`src/rtl/tod_alarm_pkg.sv`:
```
// Package: shared constants for the time-of-day alarm comparator.
// Assumes byte-wide time fields and three fields (seconds, minutes, hours).
package tod_alarm_pkg;
    localparam int TOD_BYTE_W    = 8;
    localparam int TOD_NUM_FLD   = 3;
    localparam int TOD_HOUR_IDX  = 2;
    localparam logic [1:0] TOD_WILD_TAG = 2'b11;
    localparam int TOD_HALF_DAY  = 12;

    typedef enum logic [1:0] {
        FLD_SEC  = 2'd0,
        FLD_MIN  = 2'd1,
        FLD_HOUR = 2'd2
    } tod_fld_e;
endpackage

```
`src/rtl/tod_byte_decode.sv`:
```
// Module: tod_byte_decode
// Turns one raw time byte into a plain numeric value. With IS_HOUR set,
// bit 7 is treated as the PM marker: it is stripped before decoding and,
// in 12-hour mode, the value is folded to 0..23 (12 -> 0, PM adds 12).
// Assumes: purely combinational; malformed BCD digits decode arithmetically.
module tod_byte_decode
    import tod_alarm_pkg::*;
#(
    parameter int BYTE_W  = TOD_BYTE_W,
    parameter bit IS_HOUR = 1'b0
) (
    input  logic [BYTE_W-1:0] raw,
    input  logic              bin_mode,
    input  logic              h24_mode,
    output logic [BYTE_W-1:0] val
);
    localparam int NIB_W = BYTE_W / 2;
    localparam logic [BYTE_W-1:0] HALF_DAY = BYTE_W'(TOD_HALF_DAY);

    logic [BYTE_W-1:0] body;
    logic [BYTE_W-1:0] tens;
    logic [BYTE_W-1:0] units;
    logic [BYTE_W-1:0] plain;
    logic              pm_flag;

    // Strip the PM marker from hour bytes; other fields pass unchanged.
    generate
        if (IS_HOUR) begin : g_hour_body
            assign body    = {1'b0, raw[BYTE_W-2:0]};
            assign pm_flag = raw[BYTE_W-1];
        end else begin : g_plain_body
            assign body    = raw;
            assign pm_flag = 1'b0;
        end
    endgenerate

    // Packed-BCD to binary: tens*10 built from shifts, plus units.
    always_comb begin
        tens  = BYTE_W'(body[BYTE_W-1:NIB_W]);
        units = BYTE_W'(body[NIB_W-1:0]);
        if (bin_mode) begin
            plain = body;
        end else begin
            plain = (tens << 3) + (tens << 1) + units;
        end
    end

    // Fold the 12-hour form onto the 0..23 scale for hour fields.
    generate
        if (IS_HOUR) begin : g_hour_fold
            always_comb begin
                if (h24_mode) begin
                    val = plain;
                end else begin
                    val = (plain % HALF_DAY) + (pm_flag ? HALF_DAY : '0);
                end
            end
        end else begin : g_no_fold
            logic unused_h24;
            assign unused_h24 = h24_mode;
            assign val = plain;
        end
    endgenerate
endmodule

```
`src/rtl/tod_field_match.sv`:
```
// Module: tod_field_match
// Compares one current time byte with its alarm byte. The alarm byte is a
// wildcard when its top two bits equal the wildcard tag; otherwise both
// bytes are decoded the same way and compared as numbers.
// Assumes: combinational; both bytes share the same encoding modes.
module tod_field_match
    import tod_alarm_pkg::*;
#(
    parameter int BYTE_W  = TOD_BYTE_W,
    parameter bit IS_HOUR = 1'b0
) (
    input  logic [BYTE_W-1:0] cur_raw,
    input  logic [BYTE_W-1:0] alm_raw,
    input  logic              bin_mode,
    input  logic              h24_mode,
    output logic              hit
);
    logic [BYTE_W-1:0] cur_val;
    logic [BYTE_W-1:0] alm_val;
    logic              wild;

    tod_byte_decode #(.BYTE_W(BYTE_W), .IS_HOUR(IS_HOUR)) i_dec_cur (
        .raw      (cur_raw),
        .bin_mode (bin_mode),
        .h24_mode (h24_mode),
        .val      (cur_val)
    );

    tod_byte_decode #(.BYTE_W(BYTE_W), .IS_HOUR(IS_HOUR)) i_dec_alm (
        .raw      (alm_raw),
        .bin_mode (bin_mode),
        .h24_mode (h24_mode),
        .val      (alm_val)
    );

    // Wildcard detection works on the raw alarm byte, before any decoding.
    assign wild = (alm_raw[BYTE_W-1:BYTE_W-2] == TOD_WILD_TAG);

    // A field matches when it is a wildcard or the decoded values agree.
    assign hit = wild || (cur_val == alm_val);
endmodule

```
`src/rtl/tod_flag_stage.sv`:
```
// Module: tod_flag_stage
// Registers the update-finished and alarm pulses one cycle after an
// accepted strobe. Assumes the accept input is at most one cycle per update.
module tod_flag_stage (
    input  logic clk,
    input  logic rst_n,
    input  logic accept,
    input  logic all_match,
    output logic upd_done,
    output logic alarm_hit
);
    // Capture pulses on accepted strobes; clear otherwise or in reset.
    always_ff @(posedge clk) begin
        if (!rst_n) begin
            upd_done  <= 1'b0;
            alarm_hit <= 1'b0;
        end else begin
            upd_done  <= accept;
            alarm_hit <= accept && all_match;
        end
    end
endmodule

```
`src/rtl/tod_alarm_cmp.sv`:
```
// Module: tod_alarm_cmp (top)
// At each accepted once-per-second strobe, compares seconds, minutes and
// hours against three alarm bytes and pulses upd_done, plus alarm_hit
// when every field matches. Strobes seen while the dividers are held are
// dropped. Assumes the time bytes are stable in the strobe cycle.
module tod_alarm_cmp
    import tod_alarm_pkg::*;
#(
    parameter int BYTE_W = TOD_BYTE_W
) (
    input  logic              clk,
    input  logic              rst_n,
    input  logic              upd_stb,
    input  logic              div_hold,
    input  logic              bin_mode,
    input  logic              h24_mode,
    input  logic [BYTE_W-1:0] cur_sec,
    input  logic [BYTE_W-1:0] cur_min,
    input  logic [BYTE_W-1:0] cur_hour,
    input  logic [BYTE_W-1:0] alm_sec,
    input  logic [BYTE_W-1:0] alm_min,
    input  logic [BYTE_W-1:0] alm_hour,
    output logic              upd_done,
    output logic              alarm_hit
);
    localparam int NFLD = TOD_NUM_FLD;

    logic [BYTE_W-1:0] cur_arr [NFLD];
    logic [BYTE_W-1:0] alm_arr [NFLD];
    logic [NFLD-1:0]   fld_hit;
    logic              accept;

    // Gather the fields into arrays indexed by field number.
    assign cur_arr[FLD_SEC]  = cur_sec;
    assign cur_arr[FLD_MIN]  = cur_min;
    assign cur_arr[FLD_HOUR] = cur_hour;
    assign alm_arr[FLD_SEC]  = alm_sec;
    assign alm_arr[FLD_MIN]  = alm_min;
    assign alm_arr[FLD_HOUR] = alm_hour;

    // One comparator per field; the hour field gets PM handling.
    generate
        for (genvar g = 0; g < NFLD; g++) begin : g_fld
            tod_field_match #(
                .BYTE_W  (BYTE_W),
                .IS_HOUR (g == TOD_HOUR_IDX)
            ) i_match (
                .cur_raw  (cur_arr[g]),
                .alm_raw  (alm_arr[g]),
                .bin_mode (bin_mode),
                .h24_mode (h24_mode),
                .hit      (fld_hit[g])
            );
        end
    endgenerate

    // An update counts only when the dividers are running.
    assign accept = upd_stb && !div_hold;

    tod_flag_stage i_flags (
        .clk       (clk),
        .rst_n     (rst_n),
        .accept    (accept),
        .all_match (&fld_hit),
        .upd_done  (upd_done),
        .alarm_hit (alarm_hit)
    );
endmodule

```
`config.mk`:
```
export PLATFORM = sky130hd
export DESIGN_NAME = tod_alarm_cmp
export DESIGN_NICKNAME = d
export VERILOG_FILES = /design/src/rtl/tod_alarm_pkg.sv /design/src/rtl/tod_byte_decode.sv /design/src/rtl/tod_field_match.sv /design/src/rtl/tod_flag_stage.sv /design/src/rtl/tod_alarm_cmp.sv
export SDC_FILE = /design/constraint.sdc
export NUM_CORES = 1
export LEC_CHECK = 0
export ABC_AREA = 0
export BUFFER_PORTS_ARGS = -buffer_cell sky130_fd_sc_hd__buf_2
export CORE_ASPECT_RATIO = 1.5
export CORE_MARGIN = 10
export CORE_UTILIZATION = 40
export CTS_CLUSTER_DIAMETER = 40
export CTS_CLUSTER_SIZE = 12
export DETAILED_ROUTE_END_ITERATION = 10
export GPL_TIMING_DRIVEN = 0
export PLACE_DENSITY_LB_ADDON = 0.12
export SLEW_MARGIN = 20
export SYNTH_ARGS = -nofsm -noshare
export SYNTH_HDL_FRONTEND = slang
export SYNTH_HIERARCHICAL = 1
export SYNTH_SLANG_ARGS = --single-unit
```
`constraint.sdc`:
```
create_clock -name clk -period 4.2 [get_ports clk]
set_clock_uncertainty 0.05 [all_clocks]
set_input_delay 0.84 -clock clk [delete_from_list [all_inputs] [get_ports clk]]
set_output_delay 0.84 -clock clk [all_outputs]
set_load 0.02 [all_outputs]
```
==> summary.txt, run 1 <==
Worst setup path
  – Largest stage delay, worst path: 0.41 ns
  – Startpoint Class: primary input
  – Critical path class: in -> reg
  – Critical path required time: 4.31 ns
  – Crit-path slowest cell: fa_1
  – Critical path cell sequence: buf_12 -> ha_4 -> ha_4 -> a21oi_4 -> a21o_1 -> and2_4 -> a211oi_4 -> or3b_1 -> a22oi_2 -> ha_2 -> fa_1 -> nor2_1 -> a31oi_1 -> xnor2_1 -> nand4_1 -> o21ai_1 -> and3_1 -> and3_1
  – Worst-path fanout max: 4
  – WP buf/inv: 1
  – CP delay by family, top: simple AND/OR/NAND/NOR gates
  – Worst endpoint data arrival time: 4.20 ns
  – Worst setup EP type: flop

Power and ir drop
  – Leakage: between 1.5 and 2 nW
  – Total power per unit cell area: 199 mW/mm^2
  – Reg power frac: 2.5%
  – Sw frac: 43.2%
  – Clock power share: 17.7%
  – Maximum VDD drop: around 0.098 mV
  – Pint: 453 uW
  – Combinational Power Share: 79.8%
  – Tot Pwr: 797 uW
  – Switch Pwr: between 300 and 400 uW

Clocking
  – Clk pin slew, worst setup/hold paths: 0.03 ns
  – CTS tree: yes
  – Root Driver: clkbuf_16
  – H-tree levels: 1
  – Cts bufs inserted: 3
  – Clk buf depth: 2
  – Sink Count: 2

Routing
  – Post-DRT Antenna Nets: 0
  – Avg WL per Cell: approximately 14 microns
  – DRC errors left: 0
  – DR iter-0 viols: 98
  – Via count: 3097
  – Routed Wire Length: about 8.2 mm
  – DR vias/cell: 5.45
  – Drt first pass iters: 4

Placement
  – Placed Area: 0.00343 sq mm
  – Worst slack, placed: -0.358 ns
  – Dpl cells: 553
  – Final RePlAce weighted congestion: approximately 0.84
  – Hpwl dp: 6.66 mm
  – Port-buffer cells: 48

Final layout
  – Layout cells sized above 1: 30.0%
  – Syn-to-layout area delta: 30.7%
  – ANT cells: 0
  – Finished Cell Area: 0.00400 sq mm
  – Nets: 576
  – Final Util: 52.9%
  – Filler-free cell count of the finished design: 568

Global routing
  – Vias in the first global route: about 3100
  – Maximum number of pins on one net before global-route repair: 13
  – Aggregate global-route resource usage: 13.3%
  – First-pass GRT wire length: 13.6 mm
  – Total global routing overflow: 0
  – Initial antenna violation count: 0

Yosys
  – Fraction of registers with async set or reset after synthesis: 0%
  – Syn avg cell area: 7.60 sq um
  – Largest cells by area after synthesis: ha_1 17%, xnor2_1 9.2%, fa_1 7.8%
  – Synth warnings: 6
  – Sequential cell area fraction in the yosys report: around 1.3%
  – Dominant synthesized flop cell: dfxtp_1
  – Post-synthesis cell count: about 400
  – Mapped Area: 0.00306 sq mm
  – Synth Register Bits: 2
  – Post-synth top area share: 17.2%
  – Net count after synthesis: 511
  – Post-synth top area cell: ha_1
  – Post-synth EDFFs: 0
  – Unique masters post-synth: 54

Floorplanning
  – Die area: 0.0116 sq mm
  – Die height: roughly 130 microns
  – Core ar.: 0.00756 sq mm
  – IO Count: 56
  – Num rows: 39
  – Starting Density: about two fifths
  – Die X: 91.4 microns

Timing
  – Peak Freq: 0.245 GHz
  – Worst hold slack: 0.807 ns
  – Tcrit/Tclk final: a little over nine tenths
  – Final hold violations: 0
  – Setup ws final: 0.113 ns
  – Slew margin rel.: 72.7%
  – Pins Over Slew Limit: 0
  – Tmin final: 4.09 ns
  – # setup viols final: 0
  – RSZ-0062 raised after global routing: yes
  – Setup TNS: 0 ns
  – Worst slew pin tran: 0.408 ns

Run
  – Max-cap violations: 0

Min path
  – Tightest Hold Check Type: in -> reg

Outcome
  – Status: completed
==> final timing paths <==
path / start / endpoint / slack, ns / cells past startpoint
setup / recovery: alm_hour[4] / i_flags/alarm_hit / 0.11 / 18
hold / removal: rst_n / i_flags/upd_done / 0.81 / 2
==> synthesized netlist by cell type, types with 5 or more instances <==
cell / n
nand4_1: 10
o21ai_1: 10
inv_1: 42
o21ai_0: 10
xor2_1: 6
nor4b_1: 8
ha_1: 42
nor2_1: 20
mux2i_1: 5
a211oi_1: 6
fa_1: 12
buf_4: 6
o211ai_1: 6
nor3b_1: 16
nand2_1: 36
and2_1: 5
nor2b_1: 7
buf_6: 5
xnor2_1: 32
nand3_1: 8
mux2_1: 6
a21oi_1: 20
==> power by group through the flow <==
| stage | Combinational [mW] | Sequential (mW) | Clock, mW |
|---|---|---|---|
| after CTS | 0.554 | 0.0196 | 0.143 |
| final | 0.637 | 0.0196 | 0.141 |
| after floorplan | 0.399 | 0.0204 | 0 |
| after global placement | 0.510 | 0.0199 | 0 |
| after global routing | 0.714 | 0.0197 | 0.146 |
| after detailed placement | 0.521 | 0.0199 | 0 |
==> state kept, by name (all words and copies together), names as in the netlist <==
signal,count
i_flags/alarm_hit,1
i_flags/upd_done,1
==> layout by cell type, fill, tap and decap left out, drive strengths merged, types with 5 or more instances in the layout <==
master	count
xnor2	32
xor2	6
nand4	10
o21ai	20
and2	7
nor2	20
nand3	8
nor2b	9
nor3b	16
fa	12
nand2	36
buf	78
o211ai	8
inv	46
mux2	10
a211oi	10
nor4b	8
ha	42
a21oi	20
mux2i	5
==> timing repair <==
action,CTS,global route
endpoints found under the setup margin,1,1
gates resized for setup,19,60
pin swaps,4,35
hold buffers,0,0
buffers inserted,1,11
==> cells by family after synthesis <==
group,synth area share [%]
flip-flops,1.31
buffers and inverters,10.3
XOR/XNOR,10.9
AND/OR/NAND/NOR,26.5
multiplexers,5.31
AO/OA/AOI/OAI,20.7
adder cells (fa/ha/maj),25.0
==> layout make-up <==
cell class,count,area [sq um]
fill,734,3560
timing repair buffer,60,387
inverter,46,173
clock buffer,3,75.1
sequential,2,40.0
multi-input combinational,337,3060
tap,102,128
buffer,18,144
==> routing by layer <==
layer	GRT usage [%]	part of all wire, %
met1	14.3	41
met2	26.1	53
met3	2.34	3.4
met4	2.41	2.1
met5	0	0
Power figures use the tool's default switching activity.
==> inputs of run 2 (changes only) <==
CORE_UTILIZATION = 53   (was 40)
==> summary.txt, run 2 (synthesis gave the netlist of run 1 again) <==
Outcome
  – Status: completed

Min path
  – Tightest Hold Check Type: in -> reg

Final layout
  – Multi-input logic area: 0.00303 sq mm
  – Area taken by flip-flops and latches: 40.0 sq um
  – ANT cells: 0
  – Most frequent cells in the layout: 49 x buf_2, 42 x inv_1, 36 x nand2_1
  – Commonest non-fill, non-tap cell in the layout: buf_2
  – Fill count: 503
  – Nets: 570
  – Largest registers: i_flags/alarm_hit: 1 flops, i_flags/upd_done: 1 flops
  – Layout cells sized above 1: 28.9%
  – Syn-to-layout area delta: 25.3%
  – Filler-free cell count of the finished design: 530

Timing
  – Tmin final: between 4 and 5 ns
  – Final hold violations: 0
  – Slew margin rel.: roughly two thirds
  – RSZ-0062 raised after global routing: yes
  – Worst slew pin tran: 0.497 ns
  – # setup viols final: 0
  – Peak Freq: roughly 0.24 GHz
  – Tcrit/Tclk final: between 90% and 100%
  – Worst hold slack: approximately 0.8 ns
  – Pins Over Slew Limit: 0

Worst setup path
  – Largest stage delay, worst path: approximately 0.50 ns
  – Critical path required time: 4.30 ns
  – Worst endpoint data arrival time: 4.22 ns
  – Startpoint Class: primary input
  – Worst-path fanout max: 5
  – Crit-path slowest cell: fa_1
  – WP buf/inv: 1
  – CP delay by family, top: adder cells
  – Critical path class: in -> reg
  – Worst setup EP type: flop
  – Critical path cell sequence: buf_8 -> ha_4 -> ha_4 -> nand3_4 -> a21o_4 -> and2_4 -> o311ai_4 -> o21a_1 -> a22oi_2 -> ha_2 -> fa_1 -> nor2_1 -> a31oi_1 -> xnor2_1 -> nand4_1 -> o21ai_2 -> and3_1 -> and3_1

Power and ir drop
  – Switch Pwr: 334 uW
  – Leakage: between 1.5 and 2 nW
  – Clock power share: 10.5%
  – Maximum VDD drop: 0.108 mV
  – Pint: 381 uW
  – Reg power frac: between 2 and 3%
  – Total power per unit cell area: between 150 and 200 mW/mm^2
  – Sw frac: a little under half
  – Combinational Power Share: 86.8%

Placement
  – Final RePlAce weighted congestion: 0.839
  – Port-buffer cells: 48
  – Hpwl dp: about 6.5 mm
  – Dpl cells: roughly 520

Routing
  – DR vias/cell: 5.82
  – DRC errors left: 0
  – Avg WL per Cell: 15.1 microns
  – Via count: 3084
  – Routed Wire Length: 8.00 mm
  – DR iter-0 viols: 93
  – Post-DRT Antenna Nets: 0
  – Drt first pass iters: 6

Clocking
  – Clk pin slew, worst setup/hold paths: approximately 0.03 ns
  – Sink Count: 2
  – Clk buf depth: 2
  – CTS tree: yes
  – H-tree levels: 1
  – Cts bufs inserted: 3
  – Root Driver: clkbuf_8
  – Hold-fix buffers, CTS: 0

Global routing
  – Vias in the first global route: around 3000
  – Total global routing overflow: 0
  – Maximum number of pins on one net before global-route repair: 13
  – First-pass GRT wire length: 12.9 mm
  – Initial antenna violation count: 0
  – Aggregate global-route resource usage: 16.3%

Floorplanning
  – Core ar.: roughly 0.0055 sq mm
  – Die area: 0.00928 sq mm
  – IO Count: between 50 and 60
  – Die height: about 110 microns
  – Num rows: 33
  – Die X: 82.1 microns
  – Starting Density: a little under three fifths

Run
  – Max-cap violations: 0
-- run 2: cell count changes in the layout (fill, tap and decap cells not counted), sizes merged --
cell,before,now
buf,78,72
-- run 2: layout make-up --
cell class,count,share of cell area [%]
Inverter,46,4.50
Clock buffer,3,1.08
Sequential cell,2,1.04
Buffer,18,3.75
Tap cell,70,2.28
Timing Repair Buffer,54,8.25
Multi-Input combinational cell,337,79.1
-- run 2: routing by layer --
layer | up-vias | part of all wire [%] | global-route usage (%)
met2 | 51 | 56 | 31.3
li1 | 1558 | - | -
met1 | 1465 | 38 | 17.5
met3 | 10 | 3.7 | 2.54
met5 | - | 0 | 0
met4 | 0 | 1.4 | 3.53
-- run 2: per-stage QoR --
step	area, sq um	setup slack (ns)	total power [mW]	TNS, ns	utilization (%)
6_report	3830	0.0771	0.716	0	69.3
3_5_place_dp	3390	-0.381	0.541	-0.381	61.3
5_1_grt	3830	-0.157	0.792	-0.157	69.3
2_1_floorplan	3060	0.175	0.420	0	-
4_1_cts	3490	0.000744	0.639	0	63.1
3_3_place_gp	3390	-0.357	0.523	-0.357	61.3
-- run 2: power groups by stage --
stage,Combinational (mW),Clock [mW],Sequential [mW]
after global placement,0.503,0,0.0199
final,0.621,0.0750,0.0196
after CTS,0.541,0.0781,0.0196
after global routing,0.690,0.0824,0.0197
after detailed placement,0.521,0,0.0199
after floorplan,0.399,0,0.0204
-- run 2: final timing paths --
path,start,endpoint,slack [ns],cells after the start
setup / recovery,alm_hour[6],i_flags/alarm_hit,0.08,18
hold / removal,rst_n,i_flags/upd_done,0.80,2
-- run 2: repair_timing --
| action | in CTS | in global routing |
|---|---|---|
| gates resized for setup | 12 | 57 |
| buffers inserted | 0 | 6 |
| pin swaps | 5 | 27 |
| setup endpoints to repair | 1 | 1 |
| endpoints found under the hold margin | 0 | 0 |
